### config.mk
export PLATFORM = sky130hd
export DESIGN_NAME = pll_crawl_seq
export DESIGN_NICKNAME = d
export VERILOG_FILES = /design/src/rtl/pll_crawl_pkg.sv /design/src/rtl/pll_crawl_rdiv.sv /design/src/rtl/pll_crawl_ctl.sv /design/src/rtl/pll_crawl_seq.sv
export SDC_FILE = /design/constraint.sdc
export NUM_CORES = 1
export LEC_CHECK = 0
export ABC_AREA = 1
export BUFFER_PORTS_ARGS = -buffer_cell sky130_fd_sc_hd__buf_2
export CAP_MARGIN = 30
export CORE_AREA = 2 2 197 295
export DETAILED_ROUTE_END_ITERATION = 8
export DIE_AREA = 0 0 199 297
export PLACE_DENSITY_LB_ADDON = 0.05
export SETUP_SLACK_MARGIN = 0.15
export SLEW_MARGIN = 20
export SYNTH_ARGS = -nofsm -noshare
export SYNTH_HDL_FRONTEND = slang
export SYNTH_SLANG_ARGS = --single-unit
### constraint.sdc
create_clock -name clk -period 4.8 [get_ports clk]
set_clock_uncertainty 0.05 [all_clocks]
set_input_delay 1.44 -clock clk [delete_from_list [all_inputs] [get_ports clk]]
set_output_delay 1.44 -clock clk [all_outputs]
set_load 0.03 [all_outputs]
### src/rtl/pll_crawl_pkg.sv
package pll_crawl_pkg;

  localparam int RATIO_W  = 8;
  localparam int EN_BIT   = 31;
  localparam int LOCK_BIT = 30;
  localparam int REQ_BIT  = 23;
  localparam int ACK_BIT  = 22;

  typedef enum logic [1:0] {
    ST_IDLE,
    ST_CALC,
    ST_REQ,
    ST_WAIT
  } crawl_st_t;

  // Control word: ratio in the low field, enable always kept high
  function automatic logic [31:0] ctl_word(input logic [RATIO_W-1:0] ratio,
                                           input logic req);
    logic [31:0] w;
    w = '0;
    w[RATIO_W-1:0] = ratio;
    w[EN_BIT]      = 1'b1;
    w[REQ_BIT]     = req;
    return w;
  endfunction

endpackage

### src/rtl/pll_crawl_rdiv.sv
// Restoring divider, one quotient bit per clock. Numerator is sampled at
// go; denominator must stay stable for the following NW cycles.
module pll_crawl_rdiv #(
  parameter int NW = 25
) (
  input  logic          clk,
  input  logic          rst_n,
  input  logic          go,
  input  logic [NW-1:0] num,
  input  logic [NW-1:0] den,
  output logic [NW-1:0] quo,
  output logic          vld
);

  localparam int CW = $clog2(NW + 1);

  logic [NW-1:0] q_r;
  logic [NW-1:0] r_r;
  logic [CW-1:0] cnt;
  logic [NW:0]   trial;
  logic [NW:0]   diff;

  assign trial = {r_r, q_r[NW-1]};
  assign diff  = trial - {1'b0, den};
  assign quo   = q_r;

  always_ff @(posedge clk) begin
    if (!rst_n) begin
      q_r <= '0;
      r_r <= '0;
      cnt <= '0;
      vld <= 1'b0;
    end else if (go) begin
      q_r <= num;
      r_r <= '0;
      cnt <= CW'(NW);
      vld <= 1'b0;
    end else if (cnt != '0) begin
      if (!diff[NW]) begin
        r_r <= diff[NW-1:0];
        q_r <= {q_r[NW-2:0], 1'b1};
      end else begin
        r_r <= trial[NW-1:0];
        q_r <= {q_r[NW-2:0], 1'b0};
      end
      cnt <= cnt - 1'b1;
      if (cnt == CW'(1)) vld <= 1'b1;
    end
  end

endmodule

### src/rtl/pll_crawl_ctl.sv
module pll_crawl_ctl
  import pll_crawl_pkg::*;
#(
  parameter int FREQ_W  = 24,
  parameter int TMO_CYC = 25000
) (
  input  logic               clk,
  input  logic               rst_n,
  input  logic               start,
  input  logic               div_vld,
  input  logic               can_crawl,
  input  logic               no_change,
  input  logic [RATIO_W-1:0] ratio,
  input  logic [FREQ_W-1:0]  tgt_vco,
  input  logic               pll_locked,
  input  logic               pll_acked,
  output logic               accept,
  output logic               in_wait,
  output logic               hs_ok,
  output logic               tmo_hit,
  output logic               reg_wr,
  output logic [31:0]        reg_wdata,
  output logic               busy,
  output logic               done,
  output logic               err,
  output logic               not_elig,
  output logic [FREQ_W-1:0]  vco_rec
);

  localparam int TW = $clog2(TMO_CYC + 1);
  localparam logic [TW-1:0] TMO_LAST = TW'(TMO_CYC - 1);

  crawl_st_t     st;
  logic [TW-1:0] tmr;

  assign accept  = start && (st == ST_IDLE);
  assign busy    = (st != ST_IDLE);
  assign in_wait = (st == ST_WAIT);
  assign hs_ok   = in_wait && pll_locked && pll_acked;
  assign tmo_hit = in_wait && (tmr == TMO_LAST);

  always_ff @(posedge clk) begin
    if (!rst_n) begin
      st        <= ST_IDLE;
      tmr       <= '0;
      reg_wr    <= 1'b0;
      reg_wdata <= '0;
      done      <= 1'b0;
      err       <= 1'b0;
      not_elig  <= 1'b0;
      vco_rec   <= '0;
    end else begin
      reg_wr <= 1'b0;
      done   <= 1'b0;
      unique case (st)
        ST_IDLE: begin
          if (accept) begin
            st       <= ST_CALC;
            err      <= 1'b0;
            not_elig <= 1'b0;
          end
        end
        ST_CALC: begin
          if (div_vld) begin
            if (no_change) begin
              done    <= 1'b1;
              vco_rec <= tgt_vco;
              st      <= ST_IDLE;
            end else if (!can_crawl) begin
              done     <= 1'b1;
              not_elig <= 1'b1;
              st       <= ST_IDLE;
            end else begin
              reg_wr    <= 1'b1;
              reg_wdata <= ctl_word(ratio, 1'b0);
              st        <= ST_REQ;
            end
          end
        end
        ST_REQ: begin
          reg_wr    <= 1'b1;
          reg_wdata <= ctl_word(ratio, 1'b1);
          tmr       <= '0;
          st        <= ST_WAIT;
        end
        ST_WAIT: begin
          if (hs_ok || tmo_hit) begin
            reg_wr    <= 1'b1;
            reg_wdata <= ctl_word(ratio, 1'b0);
            done      <= 1'b1;
            err       <= !hs_ok;
            vco_rec   <= tgt_vco;
            st        <= ST_IDLE;
          end else begin
            tmr <= tmr + 1'b1;
          end
        end
        default: st <= ST_IDLE;
      endcase
    end
  end

endmodule

### src/rtl/pll_crawl_seq.sv
module pll_crawl_seq
  import pll_crawl_pkg::*;
#(
  parameter int CLK_HZ     = 125_000_000,
  parameter int TIMEOUT_US = 200,
  parameter int FREQ_W     = 24
) (
  input  logic              clk,
  input  logic              rst_n,
  input  logic              start,
  input  logic              crawl_en,
  input  logic [FREQ_W-1:0] old_vco_khz,
  input  logic [FREQ_W-1:0] old_clk_khz,
  input  logic [FREQ_W-1:0] old_ref_khz,
  input  logic [FREQ_W-1:0] new_vco_khz,
  input  logic [FREQ_W-1:0] new_clk_khz,
  input  logic [FREQ_W-1:0] new_ref_khz,
  input  logic [31:0]       reg_status,
  output logic              reg_wr,
  output logic [31:0]       reg_wdata,
  output logic              busy,
  output logic              done,
  output logic              err,
  output logic              not_elig,
  output logic [FREQ_W-1:0] vco_rec_khz
);

  localparam int NW      = FREQ_W + 1;
  localparam int TMO_CYC = (CLK_HZ / 1_000_000) * TIMEOUT_US;
  localparam int NDIV    = 3;   // 0: ratio, 1: old divider, 2: new divider

  // Numerator for round-to-nearest (halves up): n + floor(d/2)
  function automatic logic [NW-1:0] rnd_num(input logic [FREQ_W-1:0] n,
                                            input logic [FREQ_W-1:0] d);
    return {1'b0, n} + {2'b0, d[FREQ_W-1:1]};
  endfunction

  function automatic logic crawl_allowed(input logic en,
                                         input logic [FREQ_W-1:0] ov,
                                         input logic [FREQ_W-1:0] nv,
                                         input logic [FREQ_W-1:0] oref,
                                         input logic [FREQ_W-1:0] nref,
                                         input logic [NW-1:0] odiv,
                                         input logic [NW-1:0] ndiv);
    return en && (ov != '0) && (nv != '0) && (ov != nv) &&
           (oref == nref) && (odiv == ndiv);
  endfunction

  function automatic logic same_vco(input logic en,
                                    input logic [FREQ_W-1:0] ov,
                                    input logic [FREQ_W-1:0] nv);
    return en && (ov != '0) && (nv != '0) && (ov == nv);
  endfunction

  // Captured settings
  logic              c_en;
  logic [FREQ_W-1:0] c_ov, c_oc, c_or, c_nv, c_nc, c_nr;

  logic accept, in_wait, hs_ok, tmo_hit;
  logic can_crawl, no_change, div_vld;

  logic [NW-1:0] dv_num [NDIV];
  logic [NW-1:0] dv_den [NDIV];
  logic [NW-1:0] dv_q   [NDIV];
  logic [NDIV-1:0] dv_vld;

  always_ff @(posedge clk) begin
    if (!rst_n) begin
      c_en <= 1'b0;
      c_ov <= '0; c_oc <= '0; c_or <= '0;
      c_nv <= '0; c_nc <= '0; c_nr <= '0;
    end else if (accept) begin
      c_en <= crawl_en;
      c_ov <= old_vco_khz; c_oc <= old_clk_khz; c_or <= old_ref_khz;
      c_nv <= new_vco_khz; c_nc <= new_clk_khz; c_nr <= new_ref_khz;
    end
  end

  // Numerators come straight from the ports (loaded at the accepting edge);
  // denominators come from the captured copies used on later edges.
  always_comb begin
    dv_num[0] = rnd_num(new_vco_khz, new_ref_khz);
    dv_den[0] = {1'b0, c_nr};
    dv_num[1] = rnd_num(old_vco_khz, old_clk_khz);
    dv_den[1] = {1'b0, c_oc};
    dv_num[2] = rnd_num(new_vco_khz, new_clk_khz);
    dv_den[2] = {1'b0, c_nc};
  end

  for (genvar g = 0; g < NDIV; g++) begin : g_div
    pll_crawl_rdiv #(.NW(NW)) u_div (
      .clk  (clk),
      .rst_n(rst_n),
      .go   (accept),
      .num  (dv_num[g]),
      .den  (dv_den[g]),
      .quo  (dv_q[g]),
      .vld  (dv_vld[g])
    );
  end

  assign div_vld   = &dv_vld;
  assign can_crawl = crawl_allowed(c_en, c_ov, c_nv, c_or, c_nr, dv_q[1], dv_q[2]);
  assign no_change = same_vco(c_en, c_ov, c_nv);

  pll_crawl_ctl #(.FREQ_W(FREQ_W), .TMO_CYC(TMO_CYC)) u_ctl (
    .clk       (clk),
    .rst_n     (rst_n),
    .start     (start),
    .div_vld   (div_vld),
    .can_crawl (can_crawl),
    .no_change (no_change),
    .ratio     (dv_q[0][RATIO_W-1:0]),
    .tgt_vco   (c_nv),
    .pll_locked(reg_status[LOCK_BIT]),
    .pll_acked (reg_status[ACK_BIT]),
    .accept    (accept),
    .in_wait   (in_wait),
    .hs_ok     (hs_ok),
    .tmo_hit   (tmo_hit),
    .reg_wr    (reg_wr),
    .reg_wdata (reg_wdata),
    .busy      (busy),
    .done      (done),
    .err       (err),
    .not_elig  (not_elig),
    .vco_rec   (vco_rec_khz)
  );

endmodule

==> results of run 1 <==
[through the flow]
stage | utilization (%) | hold slack, ns | instances
floorplan | - | 0.385 | 4003
global placement | 46.9 | 0.394 | 4823
detailed placement | 46.9 | 0.405 | 4823
CTS | 49.4 | 0.413 | 4899
global route | 49.4 | 0.429 | 4902
finish | 49.4 | 0.411 | 4904
[power breakdown]
part           switching [mW]  internal [mW]
clock network            1.44           1.94
registers               0.403           3.56
logic                    5.75           2.82
total                    7.59           8.32
[sequential cells by signal, summed over array words and instances, names as in the netlist, 10 cells and up, named ones only]
signal / cells
g_div.u_div.cnt: 15
c_nv: 24
c_nr: 24
g_div.u_div.quo: 75
c_ov: 24
u_ctl.reg_wdata: 10
u_ctl.tmr: 15
c_oc: 24
u_ctl.vco_rec: 24
c_nc: 24
g_div.u_div.r_r: 75
c_or: 24
[worst reg2reg max path, cell delays in order, from the launching register on]
cell                      delay, ns
sky130_fd_sc_hd__dfxtp_1       0.31
sky130_fd_sc_hd__inv_1         0.06
sky130_fd_sc_hd__ha_1          0.36
sky130_fd_sc_hd__a21oi_1       0.21
sky130_fd_sc_hd__o21ai_0       0.22
sky130_fd_sc_hd__a21oi_1       0.31
sky130_fd_sc_hd__nand3_1       0.15
sky130_fd_sc_hd__nand2_1       0.47
sky130_fd_sc_hd__nand2_1       0.46
sky130_fd_sc_hd__buf_4         0.35
sky130_fd_sc_hd__nand2_1       0.09
sky130_fd_sc_hd__nand3_1       0.11
sky130_fd_sc_hd__nand2_1       0.10
sky130_fd_sc_hd__inv_1         0.04
[routing by layer]
metal / vias to the layer above / GRT usage (%) / share of wire [%]
li1: 13100 / - / -
met1: 11700 / 33.7 / 40
met2: 568 / 53.6 / 50
met3: 194 / 2.74 / 3.4
met4: 4 / 14.9 / 5.8
met5: - / 0 / 0.031
[final cells by class]
type | instances | area (um^2)
diodes | 5 | 12.5
clock buffers | 55 | 1200
clock inverters | 21 | 221
fillers | 6142 | 28600
inverters | 546 | 2060
multi-input cells | 2940 | 15100
flip-flops and latches | 368 | 7370
well taps | 763 | 955
repair buffers | 206 | 1090
[cell usage in the layout, fill, tap and decap left out, types with 4 or more instances in the layout]
cell type                   count
sky130_fd_sc_hd__nand3b_1      19
sky130_fd_sc_hd__clkbuf_16     44
sky130_fd_sc_hd__buf_4         17
sky130_fd_sc_hd__o21ai_0      323
sky130_fd_sc_hd__inv_1        526
sky130_fd_sc_hd__inv_2         17
sky130_fd_sc_hd__nand4_1       36
sky130_fd_sc_hd__nor2_2         6
sky130_fd_sc_hd__xnor2_1       33
sky130_fd_sc_hd__a211oi_1       6
sky130_fd_sc_hd__nand2_2       11
sky130_fd_sc_hd__or2_2          4
sky130_fd_sc_hd__conb_1        22
sky130_fd_sc_hd__nor2_1       457
sky130_fd_sc_hd__nand2_1      930
sky130_fd_sc_hd__inv_6          5
sky130_fd_sc_hd__nand3_1      265
sky130_fd_sc_hd__o21ai_1       35
sky130_fd_sc_hd__buf_2        187
sky130_fd_sc_hd__nor3_4         4
sky130_fd_sc_hd__clkbuf_8       6
sky130_fd_sc_hd__dfxtp_1      368
sky130_fd_sc_hd__a21boi_0       7
sky130_fd_sc_hd__o21bai_1      11
sky130_fd_sc_hd__a31oi_1       31
sky130_fd_sc_hd__diode_2        5
sky130_fd_sc_hd__xor2_1        74
sky130_fd_sc_hd__fa_1           6
sky130_fd_sc_hd__nor2_4         5
sky130_fd_sc_hd__nor4_1        14
sky130_fd_sc_hd__clkinv_2       9
sky130_fd_sc_hd__ha_1         151
sky130_fd_sc_hd__o22ai_1       34
sky130_fd_sc_hd__a21o_1        15
sky130_fd_sc_hd__nor3_1        29
sky130_fd_sc_hd__a21oi_1      383
sky130_fd_sc_hd__clkbuf_1       5
[worst max-delay path by stage]
stage / from / slack, ns / end
floorplan: new_vco_khz[0] / 1.77 / g_div[2].u_div.quo[18]
global placement: rst_n / 0.78 / g_div[2].u_div.cnt[1]
detailed placement: rst_n / 0.77 / g_div[2].u_div.cnt[1]
CTS: rst_n / 1.37 / g_div[2].u_div.cnt[1]
global route: rst_n / 1.19 / g_div[2].u_div.cnt[1]
finish: c_nc[20] / 1.41 / g_div[2].u_div.r_r[24]
[kinds of logic (layout without fill, tap and decap cells)]
family | after synthesis | count (layout) | synth area share, %
AOI/OAI and AO/OA | 861 | 861 | 18.1
xor gates and xnor gates | 107 | 107 | 3.72
adders and majority gates | 157 | 157 | 7.98
buffers and inverters | 695 | 828 | 11.1
DFF | 368 | 368 | 29.3
other | 1 | 27 | 0.0149
and+or+nand+nor | 1793 | 1793 | 29.8
==> flow_results.org, run 1 <==
** Power
- Power per cell area :: approximately 570 nW/um^2
- Standby leakage power :: between 10 and 15 nW
- Maximum resistive drop on vdd :: slightly below 900 uV
- Summing internal, switching and leakage power gives 15.9 mW.

** Floorplan
- The floorplan has 107 rows.
- Die boundary height :: approximately 300 um
- The core region is 56600 um^2.
- approximately 240 I/O pins were placed.
- Starting density of the core :: 44.4%
- Total Die Area :: 59100 um^2
- The die is 199 um wide.

** Worst setup path
- Worst-path fanout max :: 17
- Crit path kind :: reg -> reg
- Startpoint type of the worst setup path :: flop
- The largest individual stage delay along the critical path comes from the cell sky130_fd_sc_hd__nand2_1.
- Cells along the critical path :: inv_1 > ha_1 > a21oi_1 > o21ai_0 > a21oi_1 > nand3_1 > nand2_1 > nand2_1 > buf_4 > nand2_1 > nand3_1 > nand2_1 > inv_1
- The endpoint identified for the worst register-to-register timing path is g_div[2].u_div.r_r[24].
- The worst register-to-register path begins at c_nc[20].
- Arr. time, crit path :: 3.82 ns
- STA puts the critical path data required time at 5.23 ns.
- Crit path capture type :: flop
- Counting cells, the worst reg-to-reg path comes to 13.
- Family with the most delay on the worst path :: simple AND/OR/NAND/NOR gates
- Worst path most repeated cell :: sky130_fd_sc_hd__nand2_1
- On the worst path, the slowest cell contributes a delay of 0.47 ns.
- Number of logic stages on the critical path including buffering :: 13
- In this run the register-to-register setup slack is 1.41 ns.
- Combined buffer and inverter count along the critical path :: 3

** Yosys
- In this run the mean area of a mapped cell was between 6 and 7 um^2.
- Synthesis produced around 4000 cells.
- Most common library cells after synthesis :: sky130_fd_sc_hd__nand2_1 (930), sky130_fd_sc_hd__inv_1 (527), sky130_fd_sc_hd__nor2_1 (457), sky130_fd_sc_hd__a21oi_1 (383), sky130_fd_sc_hd__dfxtp_1 (368)
- Ranking of synthesized cells by area :: sky130_fd_sc_hd__dfxtp_1 (29%), sky130_fd_sc_hd__nand2_1 (14%), sky130_fd_sc_hd__inv_1 (7.9%)
- Number of warnings reported in the yosys synthesis log :: 0
- Post-synth cell types :: 50
- Main synth FF type :: sky130_fd_sc_hd__dfxtp_1
- Number of synthesized flops with an enable pin :: 0
- Area fraction of the dominant cell type after synthesis :: 29.3%
- Summing the sequential cell areas from Yosys gives 29.3% of the chip area.
- Post-synth top area cell :: sky130_fd_sc_hd__dfxtp_1
- After synthesis, the share of flip-flops with an asynchronous set or reset is 0%.
- Most frequent cell after synthesis :: sky130_fd_sc_hd__nand2_1
- FF+latch count, synth :: roughly 370
- Post-synthesis cell area :: 25200 um^2

** Clock network
- Post_cts resized :: 0
- Buffers added to address setup during post-CTS repair amount to 0.
- Hold repair after CTS inserted 0 buffers.
- TritonCTS clock tree :: done
- CTS H-tree depth :: 2
- For the worst-skew pair, the clock arrives at the later sink with an insertion delay of just under 0.6 ns.
- Counting the buffers created by CTS gives 43.
- Clock tree synthesis selected as its root buffer the cell sky130_fd_sc_hd__clkbuf_16.
- The tree built by TritonCTS fans out to approximately 370 sinks.
- Clock slew at reported path FFs :: 0.06 ns
- Maximum clock path buffer count :: 3

** GRT
- The via count of the first global-routing pass is 24300.
- The total overflow left after global routing is 0.
- Across every metal layer, demand over resource in global routing totals 29.4%.
- Maximum number of pins on one net before global-route repair :: 113
- Number of antenna violations at the first check in global routing :: 6
- First-pass GRT wire length :: 134000 um

** Final layout
- At the end of the flow, the number of nets in the layout was 4442.
- Final Instance Area :: 28000 um^2
- The area growth from synthesis to layout is 11.3%.
- Share of cells above drive strength 1 :: just over 8%

** Timing
- At the pin with the least slew margin, the transition time is 0.944 ns.
- Final setup violation count :: 0
- Final count of hold timing violations :: 0
- Final-report max-slew violation count :: 0
- Unrepaired setup endpoints after global routing :: no
- Achievable clock frequency :: slightly below 300 MHz
- Adding up every negative setup slack in the final design gives 0 ns.
- Headroom to the max-slew limit :: between 30% and 40%
- Part of the cycle the worst path needs :: 70.6%
- After layout, the minimum clock period comes to about 3.4 ns.
- Final WS setup :: 1.41 ns

** Placement
- Final RePlAce weighted congestion :: 0.968
- Number of buffers inserted by port buffering :: 188
- Detailed placement ended at an HPWL of 69400 um.
- Area of placed instances :: 26600 um^2
- Worst-case setup slack after placement :: 0.767 ns

** Drt
- Via Count :: 25600
- Wire length per cell after detailed routing :: between 15 and 20 um
- Residual DRC :: 0
- The final layout contains routed wiring with a total length of 88500 um.
- In this run, the number of DRC markers left after iteration 0 of detailed routing was 1326.
- Via density per instance :: 5.23
- DRT antenna net count :: 0
- The first TritonRoute pass finished after 5 iterations.

** Hold path
- Worst hold start :: c_nc[5]
- The worst hold path belongs to the class reg -> reg.
- The path with the worst hold slack has its endpoint at c_nc[5].
- Number of instances on the worst hold path :: 2

** Status
- The flow ran to the end, and the final reports show no timing, DRC or antenna violations.

** Flow run
- Max-cap violations in this run came to 0.
No activity file was read; power rests on OpenSTA's default activity.
==> inputs of run 2 (changes only) <==
==> constraint.sdc (replaced) <==
create_clock -name clk -period 3.15 [get_ports clk]
set_clock_uncertainty 0.05 [all_clocks]
set_input_delay 0.945 -clock clk [delete_from_list [all_inputs] [get_ports clk]]
set_output_delay 0.945 -clock clk [all_outputs]
set_load 0.03 [all_outputs]
==> flow_results.org, run 2 (synthesis results as in run 1) <==
** Placement
- The worst setup slack after placement is 0.0282 ns (was 0.767 ns).
- Detailed placer's ending HPWL :: 70400 um (was 69400 um)
- # placed instances :: 4874 (was 4823)
- Number of buffers inserted by port buffering :: 188 (unchanged)
- Area of placed instances :: 27000 um^2 (was 26600 um^2)
- Final RePlAce weighted congestion :: 0.979 (was 0.968)

** Floorplan
- The horizontal die dimension was 199 um (unchanged).
- Core region area :: 56600 um^2 (unchanged)
- Die boundary height :: 297 um (unchanged)
- Total Die Area :: 59100 um^2 (unchanged)
- The initial standard-cell utilization of the core is 44.4% (unchanged).
- Standard-cell row count :: 107 (unchanged)
- The number of primary I/O pins was 241 (unchanged).

** Final layout
- The filler-free cell count of the finished design was 4956 (was 4904).
- Final core area utilization :: 50.2% (was 49.4%)
- Area used by multi-input combinational logic :: 15100 um^2 (unchanged)
- Highest-count cells in the layout ignoring fill and taps: sky130_fd_sc_hd__nand2_1 (930), sky130_fd_sc_hd__inv_1 (526), sky130_fd_sc_hd__nor2_1 (457) (unchanged).
- Share of cells above drive strength 1 :: 9.19% (was 8.15%)
- Net count of the finished layout :: 4493 (was 4442)
- FILL cells :: 6101 (was 6142)
- Commonest non-fill, non-tap cell in the layout :: sky130_fd_sc_hd__nand2_1 (unchanged)
- Area growth syn-to-layout :: 13.1% (was 11.3%)
- The area of all sequential standard cells is 7370 um^2 (unchanged).
- Final Instance Area :: 28500 um^2 (was 28000 um^2)

** Clock network
- Number of clock sinks :: 368 (unchanged)
- The number of CTS-inserted buffers is 43 (unchanged).
- TritonCTS clock tree :: done (unchanged)
- The number of cells upsized or downsized after cts came to 0 (unchanged).
- Worst-skew pair later-pin latency :: 0.58 ns (was 0.59 ns)
- Clock slew at reported path FFs :: 0.06 ns (about the same)
- The number of buffers inserted for hold repair after clock tree synthesis came to 0 (unchanged).
- The total number of H-tree levels came to 2 (unchanged).
- Root Driver :: sky130_fd_sc_hd__clkbuf_16 (unchanged)
- The buffer depth of the longest clock path is 3 (unchanged).
- Number of post-CTS setup repair buffers :: 0 (unchanged)

** Power
- Switching power of the nets :: 11.6 mW (was 7.59 mW)
- The design internal power is 13.1 mW (was 8.32 mW).
- Standby leakage power :: 13.9 nW (was 13.7 nW)
- The relative contribution of the clock network to total power came to 21.2% (was 21.3%).
- Maximum resistive drop on vdd :: 645 uV (was 877 uV)
- Portion of total power attributed to sequential cells :: 24.4% (was 24.9%)
- The part of the power in combinational logic was 54.4% (was 53.8%).
- The fraction of power spent switching nets came to 47.0% (was 47.7%).
- The total design power came to 24.7 mW (was 15.9 mW).
- The power per cell area is 867 nW/um^2 (was 568 nW/um^2).

** GRT
- Vias in the first global route :: 24800 (was 24300)
- The number of antenna violations at the first check in global routing is 7 (was 6).
- The global-route usage over all layers came to 29.7% (was 29.4%).
- Total congestion overflow :: 0 (unchanged)
- First-pass GRT wire length :: 136000 um (was 134000 um)
- The maximum number of pins on one net before global-route repair is 150 (was 113).

** Drt
- The mean number of vias per cell was 5.19 (was 5.23).
- The routed length per instance was 17.9 um (was 18.0 um).
- The length of the first detailed-routing pass in iterations is 6 (was 5).
- The total wire length after detailed routing is 88500 um (about the same).
- Violation count after the first detailed-routing iteration :: 1149 (was 1326)
- Via Count :: 25700 (was 25600)
- DRT antenna net count :: 0 (unchanged)
- Residual DRC :: 0 (unchanged)

** Status
- Result of the run: complete, no violations (unchanged).

** Timing
- The setup violation total in the final timing report was 0 (unchanged).
- Unrepaired setup endpoints after global routing :: no (unchanged)
- The slew at the pin with the worst max-slew slack came to 0.780 ns (was 0.944 ns).
- The highest attainable clock frequency is 371 MHz (was 295 MHz).
- The post-route setup TNS was 0 ns (unchanged).
- Final Critical Period :: 2.70 ns (was 3.39 ns)
- Final count of hold timing violations :: 0 (unchanged)
- The worst hold slack is 0.411 ns (about the same).
- Part of the cycle the worst path needs :: 85.6% (was 70.6%)
- Headroom to the max-slew limit :: 47.9% (was 37.1%)
- The final number of max-transition violations is 0 (unchanged).
- The final critical-path setup slack is 0.452 ns (was 1.41 ns).

** Worst setup path
- The kind of end point of the critical path is a flop (unchanged).
- Worst-path fanout max :: 10 (was 17)
- Worst path required time :: 3.62 ns (was 5.23 ns)
- Crit path kind :: reg -> reg (unchanged)
- Arr. time, crit path :: 3.17 ns (was 3.82 ns)
- Reg2reg path depth :: 11 (was 13)
- The sort of element at the start of the critical path is a flop (unchanged).

** Hold path
- Number of instances on the worst hold path :: 2 (unchanged)
- The class of the worst hold path is reg -> reg (unchanged).

** Flow run
- The count of max-cap constraint violations is 0 (unchanged).
==> run 2: final timing paths <==
check / from / slack [ns] / end
worst min-delay path: c_nc[5] / 0.41 / c_nc[5]
worst max register to register: c_nc[20] / 0.45 / g_div[2].u_div.r_r[21]
worst min register to register: c_nc[5] / 0.41 / c_nc[5]
worst max-delay path: c_nc[20] / 0.45 / g_div[2].u_div.r_r[21]
==> run 2: cell type report <==
class	instances	area share, %
clock buffers	58	4.27
flip-flops and latches	368	25.9
multi-input cells	2940	53.0
diodes	5	0.0440
repair buffers	257	5.37
inverters	546	7.25
well taps	763	3.36
clock inverters	19	0.796
==> run 2: per-layer routing <==
metal	wire length, um	track usage [%]	vias to the layer above
met4	4830	14.7	4
met2	44800	54.0	504
met5	26	0	-
met3	3280	3.42	176
li1	-	-	13300
met1	35600	33.9	11800
==> run 2: critical path, cell delays in order, from the launching register on <==
cell and delay (ns):
sky130_fd_sc_hd__dfxtp_1 0.30, sky130_fd_sc_hd__inv_1 0.05, sky130_fd_sc_hd__ha_1 0.37, sky130_fd_sc_hd__nand2_1 0.13, sky130_fd_sc_hd__o21ai_0 0.42, sky130_fd_sc_hd__a21oi_1 0.19, sky130_fd_sc_hd__and2_1 0.21, sky130_fd_sc_hd__nand3_1 0.15
sky130_fd_sc_hd__nand2_1 0.36, sky130_fd_sc_hd__nor2_1 0.25, sky130_fd_sc_hd__nor2_1 0.07, sky130_fd_sc_hd__nor2_1 0.07
==> run 2: power by group through the flow <==
stage               clock network, mW  logic (mW)  registers (mW)
floorplan                           0        9.89            5.93
detailed placement                  0        13.3            6.11
finish                           5.23        13.4            6.02
global placement                    0        13.3            6.11
global route                     5.54        15.2            6.12
CTS                              5.34        13.4            6.02
==> inputs of run 3 (changes only) <==
--- a/config.mk
+++ b/config.mk
@@ -8,12 +8,13 @@
 export ABC_AREA = 1
 export BUFFER_PORTS_ARGS = -buffer_cell sky130_fd_sc_hd__buf_2
 export CAP_MARGIN = 30
-export CORE_AREA = 2 2 197 295
+export CORE_AREA = 2 2 254 256
 export DETAILED_ROUTE_END_ITERATION = 8
-export DIE_AREA = 0 0 199 297
+export DIE_AREA = 0 0 256 258
 export PLACE_DENSITY_LB_ADDON = 0.05
 export SETUP_SLACK_MARGIN = 0.15
 export SLEW_MARGIN = 20
 export SYNTH_ARGS = -nofsm -noshare
 export SYNTH_HDL_FRONTEND = slang
+export SYNTH_HIERARCHICAL = 1
 export SYNTH_SLANG_ARGS = --single-unit
==> flow_results.org, run 3 <==
** Worst setup path
- The kind of end point of the critical path is a flop (unchanged).
- Arr. time, crit path :: 3.17 ns (about the same)
- Largest stage delay on the critical path :: 0.37 ns (was 0.42 ns)
- Number of logic stages on the critical path including buffering :: 19 (was 11)
- CP max stage cell :: sky130_fd_sc_hd__dfxtp_1 (was sky130_fd_sc_hd__o21ai_0)
- End point of the critical path :: u_ctl/reg_wdata[3] (was g_div[2].u_div.r_r[21])
- The cell count of the worst reg-to-reg path came to 19 (was 11).
- Startpoint type of the worst setup path :: flop (unchanged)
- Worst flop-to-flop path startpoint :: g_div[2].u_div/quo[19] (was c_nc[20])
- Worst-case register-to-register setup slack :: 0.41 ns (was 0.45 ns)
- The startpoint of the most critical setup path was g_div[2].u_div/quo[19] (was c_nc[20]).
- FF-to-FF End :: u_ctl/reg_wdata[3] (was g_div[2].u_div.r_r[21])
- Worst path most repeated cell :: sky130_fd_sc_hd__nor2_1 (unchanged)
- Family with the most delay on the worst path :: simple AND/OR/NAND/NOR gates (unchanged)
- The critical path start-end classification is reg -> reg (unchanged).
- Worst-path fanout max :: 10 (unchanged)
- Cells along the critical path :: inv_1 > nand2_1 > nand2_1 > nor2_1 > nand2_1 > nor2_1 > nand2_2 > nor2_1 > nand2_1 > nor2_1 > buf_4 > inv_1 > or2_2 > nor2_1 > nor2_1 > nand2_4 > inv_2 > nor2_1 > nor2_1 (was inv_1 > ha_1 > nand2_1 > o21ai_0 > a21oi_1 > and2_1 > nand3_1 > nand2_1 > nor2_1 > nor2_1 > nor2_1)
- Combined buffer and inverter count along the critical path :: 4 (was 1)
- The data required time of the worst path came to 3.58 ns (was 3.62 ns).

** Floorplan
- Standard-cell row count :: 93 (was 107)
- Starting density of the core :: 44.2% (was 44.4%)
- Core region area :: 63600 um^2 (was 56600 um^2)
- Horizontal die dimension :: 256 um (was 199 um)
- The number of primary I/O pins was 241 (unchanged).
- Die boundary height :: 258 um (was 297 um)
- Total Die Area :: 66000 um^2 (was 59100 um^2)

** Placement
- Number of buffers inserted by port buffering :: 188 (unchanged)
- The global placer's final weighted congestion was 0.954 (was 0.979).
- Area of placed instances :: 29700 um^2 (was 27000 um^2)
- The worst setup slack after placement is 0.189 ns (was 0.0282 ns).
- Detailed placer's ending HPWL :: 73300 um (was 70400 um)

** Yosys
- Instance count of the mapped netlist :: 4576 (was 3982)
- Most frequent cell after synthesis :: sky130_fd_sc_hd__nand2_1 (unchanged)
- The flop and latch count out of synthesis was 368 (unchanged).
- Most common library cells after synthesis :: sky130_fd_sc_hd__nand2_1 (1329), sky130_fd_sc_hd__inv_1 (730), sky130_fd_sc_hd__nor2_1 (521), sky130_fd_sc_hd__dfxtp_1 (368), sky130_fd_sc_hd__nand3_1 (266) (was sky130_fd_sc_hd__nand2_1 (930), sky130_fd_sc_hd__inv_1 (527), sky130_fd_sc_hd__nor2_1 (457), sky130_fd_sc_hd__a21oi_1 (383), sky130_fd_sc_hd__dfxtp_1 (368))
- The combined area of all synthesized cells is 28100 um^2 (was 25200 um^2).
- Async S/R FF share, synth :: 0% (unchanged)
- The distinct cell type count of the synthesized netlist is 49 (was 50).
- Portion of the post-synthesis area used by sequential elements :: 26.2% (was 29.3%)
- Mean instance size in the synthesized netlist :: 6.15 um^2 (was 6.32 um^2)
- The most area-hungry cell type in the Yosys netlist is sky130_fd_sc_hd__dfxtp_1 (unchanged).
- Main synth FF type :: sky130_fd_sc_hd__dfxtp_1 (unchanged)
- Area fraction of the dominant cell type after synthesis :: 26.2% (was 29.3%)
- The number of warnings issued by yosys was 6 (was 0).
- Ranking of synthesized cells by area: sky130_fd_sc_hd__dfxtp_1 (26%), sky130_fd_sc_hd__nand2_1 (18%), sky130_fd_sc_hd__inv_1 (9.7%) (was sky130_fd_sc_hd__dfxtp_1 (29%), sky130_fd_sc_hd__nand2_1 (14%), sky130_fd_sc_hd__inv_1 (7.9%)).
- The number of enable flip-flop cells after synthesis came to 0 (unchanged).

** Clock network
- Clock slew at reported path FFs :: 0.06 ns (about the same)
- CTS H-tree depth :: 2 (unchanged)
- The clock latency on the worst-skew pair is 0.59 ns (was 0.58 ns).
- The buffer depth of the longest clock path is 3 (unchanged).
- The number of CTS-inserted buffers is 46 (was 43).
- The root buffer cell is sky130_fd_sc_hd__clkbuf_16 (unchanged).
- CTS Hold Buffers Added :: 0 (unchanged)
- Number of clock sinks :: 368 (unchanged)
- TritonCTS clock tree :: done (unchanged)

** Timing
- The final critical-path setup slack came to 0.407 ns (was 0.452 ns).
- Slew at the pin closest to its max-slew limit :: 0.685 ns (was 0.780 ns)
- The final worst-path cycle share was 87.1% (was 85.6%).
- The worst-case headroom to the max-slew limit came to 54.3% (was 47.9%).
- Final Critical Period :: 2.74 ns (was 2.70 ns)
- The highest attainable clock frequency was 365 MHz (was 371 MHz).
- Unrepaired setup endpoints after global routing: no (unchanged).
- Worst Hold Slack :: 0.398 ns (was 0.411 ns)
- The final number of max-transition violations is 0 (unchanged).
- Final setup violation count :: 0 (unchanged)
- The total count of hold-check failures in the final report was 0 (unchanged).
- Final TNS setup :: 0 ns (unchanged)

** Final layout
- The post-route cell area is 31200 um^2 (was 28500 um^2).
- The end-of-flow core utilization is 49.0% (was 50.2%).
- The post-layout net count is 5070 (was 4493).
- The commonest non-fill, non-tap cell in the layout is sky130_fd_sc_hd__nand2_1 (unchanged).
- Area growth syn-to-layout :: 10.9% (was 13.1%)
- Highest-count cells in the layout ignoring fill and taps: sky130_fd_sc_hd__nand2_1 (1328), sky130_fd_sc_hd__inv_1 (730), sky130_fd_sc_hd__nor2_1 (520) (was sky130_fd_sc_hd__nand2_1 (930), sky130_fd_sc_hd__inv_1 (526), sky130_fd_sc_hd__nor2_1 (457)).
- Share of cells above drive strength 1 :: 11.9% (was 9.19%)

** GRT
- Number of antenna violations at the first check in global routing :: 11 (was 7)
- First-pass GRT wire length :: 142000 um (was 136000 um)
- Maximum number of pins on one net before global-route repair :: 92 (was 150)
- Vias in the first global route :: 25600 (was 24800)
- Total congestion overflow :: 0 (unchanged)
- Aggregate global-route resource usage :: 27.2% (was 29.7%)

** Power
- Standby leakage power :: 16.6 nW (was 13.9 nW)
- The power per cell area was 820 nW/um^2 (was 867 nW/um^2).
- The maximum resistive drop on vdd was 651 uV (was 645 uV).

** Drt
- Wire length per cell after detailed routing :: 16.4 um (was 17.9 um)
- Via Count :: 27900 (was 25700)
- The mean number of vias per cell came to 4.96 (was 5.19).
- Number of iterations in the first detailed-routing pass :: 6 (unchanged)
- Final Routed Wirelength :: 92000 um (was 88500 um)
- DRT antenna net count :: 0 (unchanged)
- Violation count after the first detailed-routing iteration :: 1818 (was 1149)
- The DRC violations left was 0 (unchanged).

** Flow run
- The count of max-cap constraint violations was 0 (unchanged).

** Status
- Result of the run: complete, no violations (unchanged).

** Hold path
- The class of the worst hold path is reg -> reg (unchanged).
-- run 3: changes by cell type in the layout (fill, tap and decap cells not counted), moves of 17 or more --
cell,delta
sky130_fd_sc_hd__nand2_2,+79
sky130_fd_sc_hd__o21ai_0,-61
sky130_fd_sc_hd__nor2_2,+23
sky130_fd_sc_hd__a22oi_1,+21
sky130_fd_sc_hd__nand2_1,+398
sky130_fd_sc_hd__nor2_1,+63
sky130_fd_sc_hd__inv_1,+204
sky130_fd_sc_hd__nand4_1,+17
sky130_fd_sc_hd__o21ai_1,-26
sky130_fd_sc_hd__a21oi_1,-176
sky130_fd_sc_hd__o22ai_1,-34
sky130_fd_sc_hd__a31oi_1,+24
sky130_fd_sc_hd__buf_4,-23
sky130_fd_sc_hd__nand3_2,+61
-- run 3: area by class of cell --
type | count | area, um^2
clock inverters | 16 | 130
clock buffers | 64 | 1350
well taps | 855 | 1070
flip-flops and latches | 368 | 7370
fillers | 6987 | 32400
diodes | 3 | 7.51
repair buffers | 234 | 1360
multi-input cells | 3321 | 17100
inverters | 759 | 2850
-- run 3: kinds of logic (layout without fill, tap and decap cells) --
group	after synthesis	count (layout)	share of synthesized area, %
simple gates	2422	2422	37.8
other cells	2	28	0.0267
buf+inv	910	1073	13.5
flops	368	368	26.2
fa+ha+maj	160	160	7.28
xor+xnor	110	110	3.42
compound gates	604	604	11.7
-- run 3: metrics by stage --
stage	instances	power, mW
final	5620	25.6
after global routing	5619	27.8
after CTS	5615	25.7
after detailed placement	5535	20.4
after global placement	5534	20.3
after floorplan	4599	17.5
-- run 3: how the worst min path moves through the flow --
stage                              end                from  cells past startpoint  slack [ns]
floorplan           g_div[1].u_div/vld  g_div[1].u_div/vld                      2        0.37
global placement    g_div[0].u_div/vld  g_div[0].u_div/vld                      2        0.40
detailed placement  g_div[0].u_div/vld  g_div[0].u_div/vld                      2        0.39
CTS                 g_div[0].u_div/vld  g_div[0].u_div/vld                      2        0.40
global route          u_ctl/vco_rec[5]    u_ctl/vco_rec[5]                      2        0.42
finish              g_div[0].u_div/vld  g_div[0].u_div/vld                      2        0.40
-- run 3: report_power, final --
| part | total (mW) | switching (mW) | internal [mW] |
|---|---|---|---|
| Clock | 5.22 | 2.15 | 3.07 |
| Combinational | 14.4 | 9.55 | 4.81 |
| Sequential | 6.01 | 0.629 | 5.38 |
-- run 3: repair_timing --
| action | CTS | global route |
|---|---|---|
| endpoints found under the setup margin | 0 | 32 |
| setup buffers | 0 | 2 |
| resized for setup | 0 | 1 |
-- run 3: metal layers --
layer | up-vias | global-route usage, % | part of all wire, %
li1 | 14600 | - | -
met1 | 12600 | 36.5 | 47
met3 | 118 | 3.83 | 5.0
met4 | 10 | 7.80 | 2.7
met5 | - | 0 | 0.069
met2 | 569 | 45.4 | 45
-- run 3: worst reg2reg max path: stages (launching register included) --
cell and delay, ns:
sky130_fd_sc_hd__dfxtp_1 0.37, sky130_fd_sc_hd__inv_1 0.05, sky130_fd_sc_hd__nand2_1 0.05, sky130_fd_sc_hd__nand2_1 0.05, sky130_fd_sc_hd__nor2_1 0.11, sky130_fd_sc_hd__nand2_1 0.07, sky130_fd_sc_hd__nor2_1 0.23, sky130_fd_sc_hd__nand2_2 0.18
sky130_fd_sc_hd__nor2_1 0.14, sky130_fd_sc_hd__nand2_1 0.07, sky130_fd_sc_hd__nor2_1 0.09, sky130_fd_sc_hd__buf_4 0.14, sky130_fd_sc_hd__inv_1 0.04, sky130_fd_sc_hd__or2_2 0.28, sky130_fd_sc_hd__nor2_1 0.18, sky130_fd_sc_hd__nor2_1 0.11
sky130_fd_sc_hd__nand2_4 0.15, sky130_fd_sc_hd__inv_2 0.10, sky130_fd_sc_hd__nor2_1 0.13, sky130_fd_sc_hd__nor2_1 0.06
